### src/rtl/prio_irq_ctrl.sv
module prio_irq_ctrl #(
  parameter logic [7:0] EN_ADDR = 8'h20
) (
  input  logic       clk,
  input  logic       rst_n,
  input  logic [7:0] io_addr,
  input  logic       io_wr,
  input  logic [7:0] io_wdata,
  output logic [7:0] io_rdata,
  input  logic [7:0] evt_i,
  input  logic       insn_done,
  input  logic       irq_ack,
  output logic       irq_req,
  output logic [2:0] irq_vec
);
  localparam logic [7:0] LIVE = 8'hDE;
  localparam int NSRC = 6;

  function automatic logic [2:0] pos_of(input logic [2:0] v);
    case (v)
      3'd0:    pos_of = 3'd1;
      3'd1:    pos_of = 3'd2;
      3'd2:    pos_of = 3'd3;
      3'd3:    pos_of = 3'd4;
      3'd4:    pos_of = 3'd6;
      default: pos_of = 3'd7;
    endcase
  endfunction

  logic [7:0] en_q, pend_q, hot;
  logic [2:0] win_vec, win_pos;
  logic       any, take, sel;

  assign hot = pend_q & en_q;

  always_comb begin
    any     = 1'b0;
    win_vec = 3'd0;
    for (int v = NSRC - 1; v >= 0; v--) begin
      if (hot[pos_of(3'(v))]) begin
        any     = 1'b1;
        win_vec = 3'(v);
      end
    end
  end

  assign win_pos  = pos_of(win_vec);
  assign irq_req  = insn_done & any;
  assign irq_vec  = irq_req ? win_vec : 3'd0;
  assign take     = irq_ack & irq_req;
  assign sel      = (io_addr == EN_ADDR);
  assign io_rdata = sel ? en_q : 8'h00;

  always_ff @(posedge clk) begin
    if (!rst_n) begin
      en_q   <= 8'h00;
      pend_q <= 8'h00;
    end else begin
      if (take)
        en_q <= 8'h00;
      else if (io_wr && sel)
        en_q <= io_wdata & LIVE;
      pend_q <= (pend_q & ~(take ? (8'b1 << win_pos) : 8'h00)) | (evt_i & LIVE);
    end
  end

  p_ack_clears_en_r8: assert property (@(posedge clk) disable iff (!rst_n)
    take |=> (en_q == 8'h00));

  p_pend_kept_r5: assert property (@(posedge clk) disable iff (!rst_n)
    !take |=> ((pend_q & $past(pend_q)) == $past(pend_q)));

  p_serviced_clear_r9: assert property (@(posedge clk) disable iff (!rst_n)
    (take && !evt_i[win_pos]) |=> !pend_q[$past(win_pos)]);

  p_new_evt_wins_r10: assert property (@(posedge clk) disable iff (!rst_n)
    (take && evt_i[win_pos]) |=> pend_q[$past(win_pos)]);

  p_req_valid_r6: assert property (@(posedge clk) disable iff (!rst_n)
    irq_req |-> (insn_done && en_q[pos_of(irq_vec)] && pend_q[pos_of(irq_vec)]));

  p_rsvd_zero_r3: assert property (@(posedge clk) disable iff (!rst_n)
    ((io_rdata & ~LIVE) == 8'h00));
endmodule

### config.mk
export PLATFORM = sky130hd
export DESIGN_NAME = prio_irq_ctrl
export DESIGN_NICKNAME = d
export VERILOG_FILES = /design/src/rtl/prio_irq_ctrl.sv
export SDC_FILE = /design/constraint.sdc
export NUM_CORES = 1
export LEC_CHECK = 0
export BUFFER_PORTS_ARGS = -buffer_cell sky130_fd_sc_hd__buf_2
export CAP_MARGIN = 20
export CORE_UTILIZATION = 35
export CTS_CLUSTER_DIAMETER = 80
export DETAILED_ROUTE_END_ITERATION = 7
export PLACE_DENSITY_LB_ADDON = 0.3
export SETUP_SLACK_MARGIN = 0.05
export SLEW_MARGIN = 40
export SYNTH_ARGS = -nofsm -noshare
export SYNTH_HDL_FRONTEND = slang
export SYNTH_SLANG_ARGS = --single-unit
### constraint.sdc
create_clock -name clk -period 2.3 [get_ports clk]
set_input_delay 0.115 -clock clk [delete_from_list [all_inputs] [get_ports clk]]
set_output_delay 0.115 -clock clk [all_outputs]
set_load 0.1 [all_outputs]
==> results.py <==
metrics = {
    "final_layout": {
        "final_common_cell": "buf_2",
        "fillCellCount": 187,
        "instances_no_fill": 148,
        "drive_gt1_share_pct": 37.40,
        "final_net_count": 154,
        "syn_to_final_growth_pct": 30.74,
        "n_antenna_cell": 0,
        "final_cell_mix": "buf_2 (34), nand2_1 (17), dfxtp_1 (12)",
    },
    "synth": {
        "yosys.area.top_type": "dfxtp_1",
        "muxShareOfSynthArea_pct": 0,
        "ys_warn_count": 0,
        "synth-seq-cells": 12,
        "synth_area_um2": 659.4,
        "synth_top_family_by_area": "simple AND/OR/NAND/NOR gates",
        "yosys.area_share.adder_pct": 0,
        "synthSimpleGateAreaFrac_pct": 36.62,
        "synth_cell_types": 23,
        "synth_compound_area_share_pct": 21.25,
        "syn_inst": 88,
        "syn_avg_cell_area_um2": 7.493,
        "ys_seq_area_share_pct": 36.43,
        "synth-xor-area-share_pct": 0,
        "synth.area.top_cells": "dfxtp_1 (36%), nand2_1 (9.7%), a21oi_1 (6.8%), nand3_1 (6.8%), and2_2 (6.8%)",
        "synth_top_area_share_pct": 36.43,
    },
    "floorplan": {
        "coreArea_mm2": 0.001745,
        "die_area_mm2": 0.002062,
        "start_util_pct": 37.78,
        "num_io_pins": 41,
        "die_w_um": 45.41,
        "die_h_um": 45.41,
        "fp-row-count": 15,
    },
    "detailed_routing": {
        "vias": 726,
        "firstDrtPassIters": 4,
        "routed_wl_mm": 1.523,
        "drt_iter0_markers": 7,
        "wl_per_cell_um": 10.29,
        "drc_errors": 0,
        "via_per_inst": 4.905,
        "drtAntennaViolNets": 0,
    },
    "placement": {
        "port_buffers": 34,
        "hpwl_mm": 1.196,
        "dp.cells": 145,
        "place_congestion": 0.7068,
    },
    "timing": {
        "fmax_mhz": 552.7,
        "drv_slew": 0,
        "finalSetupViolCount": 0,
        "worst_clock_skew_ns": 0.006034,
        "fin_tns_setup_ns": 0,
        "post-route-period-util_pct": 78.67,
        "hold_viol_final": 0,
        "period_needed_ns": 1.809,
        "rsz0062_at_grt": "false",
    },
    "global_routing": {
        "antenna_found_initial": 0,
        "gr-usage-all-layers_pct": 17.59,
        "grt_pass1_vias": 623,
        "grt_first_pass_wirelength_mm": 2.553,
        "grt_overflow_total": 0,
        "grt_max_degree": 13,
    },
    "min_path": {
        "worstHoldEndpoint": "pend_q[1]$_SDFF_PN0_",
        "holdPathStages": 3,
        "min-delay-start": "evt_i[1]",
        "holdCritPathClass": "input port to flop",
    },
    "critical_path": {
        "crit_fanout": 4,
        "required_ns": 2.18,
        "crit_path_end_kind": "output port",
        "critPathLaunchType": "flop",
        "cp.arrival_ns": 1.69,
        "reg2reg_to": "pend_q[7]$_SDFF_PN0_",
        "critical_path_class": "flop to output port",
        "reg2reg_slack_ns": 1.04,
        "startpoint": "en_q[4]$_SDFFE_PP0P_",
        "rr_worst_depth": 4,
        "reg2reg_from": "en_q[4]$_SDFFE_PP0P_",
    },
    "clock_network": {
        "cts-htree-levels": 1,
        "clock_path_buffers": 2,
        "cts.repair.resized": 0,
        "clock_latency_ns": 0.27,
        "cts-buffers-inserted": 3,
        "cts_hold_buf": 0,
        "cts_tree": "done",
        "cts_setup_buffers": 0,
        "root_buffer": "clkbuf_4",
        "cts.clk_slew.worst_paths_ns": 0.08,
        "cts_sinks": 12,
    },
    "status": {
        "outcome": "completed",
    },
    "power_and_ir_drop": {
        "p_per_area_mw_per_mm2": 467.1,
        "ir_drop_mv": 0.2795,
        "power.leakage_nw": 0.4198,
    },
    "job": {
        "cap_violations": 0,
    },
}
[synth_stat cells (all sizes together)]
cell / instances
inv: 2
a31oi: 4
and3: 1
dfxtp: 12
nand4: 2
a22oi: 2
a21oi: 9
a41o: 1
nand3: 9
o211ai: 1
nor3: 1
nor4: 1
and2: 8
o21ai: 4
buf: 3
nand2: 17
conb: 1
nor2: 5
nor2b: 3
o21a: 1
o211a: 1
[metal layers]
layer	part of all wire (%)	global-route usage, %	vias to the layer above
met1	50	22.98	318
li1	-	-	380
met4	0.79	9.091	0
met2	44	26.29	26
met3	5.1	4.762	2
met5	0	0	-
[cell families (layout without fill, tap and decap cells)]
kind of cell / count (synthesis) / after routing
AOI/OAI and AO/OA: 23 / 23
DFF: 12 / 12
and+or+nand+nor: 47 / 47
other: 1 / 2
buffers and inverters: 5 / 39
[how the worst max path moves through the flow]
stage	depth (start not counted)	endpoint
2_1_floorplan	3	irq_vec[2]
3_3_place_gp	5	io_rdata[7]
5_1_grt	5	irq_vec[0]
6_report	5	irq_vec[0]
3_5_place_dp	5	io_rdata[3]
4_1_cts	5	irq_vec[0]
[area by class of cell]
class	instances	area [um^2]	area share, %
tap	25	31.28	3.628
inverter	2	7.507	0.8708
clock buffer	3	22.52	2.612
multi-input combinational	72	390.4	45.28
timing repair buffer	34	170.2	19.74
sequential	12	240.2	27.87
[metrics by stage]
step / setup slack, ns / utilization [%] / hold slack [ns] / total power, mW / cell area, um^2
finish: 0.4906 / 49.39 / 0.08456 / 0.4027 / 862.1
global route: 0.3784 / 49.39 / 0.08140 / 0.4251 / 862.1
CTS: 0.4905 / 49.39 / 0.07476 / 0.4040 / 862.1
detailed placement: 0.7507 / 48.10 / 0.3602 / 0.2796 / 839.6
global placement: 0.7780 / 48.10 / 0.3520 / 0.2782 / 839.6
floorplan: 0.2175 / - / 0.2432 / 0.2539 / 664.4
[where the power goes]
part           leakage [nW]  switching, mW  internal (mW)
registers            0.0986        0.00535          0.215
clock network        0.0138         0.0674         0.0605
logic                 0.307         0.0331         0.0210
total                 0.420          0.106          0.297
[state kept, by name, summed over array words and instances, names as in the netlist]
name / count
en_q: 6
pend_q: 6
[critical path: stages (launching register included)]
cell and delay, ns:
dfxtp_1 0.34, a22oi_1 0.27, nand3_1 0.17, o21a_1 0.20, and2_2 0.16, buf_2 0.28
No activity file was read; power rests on OpenSTA's default activity.
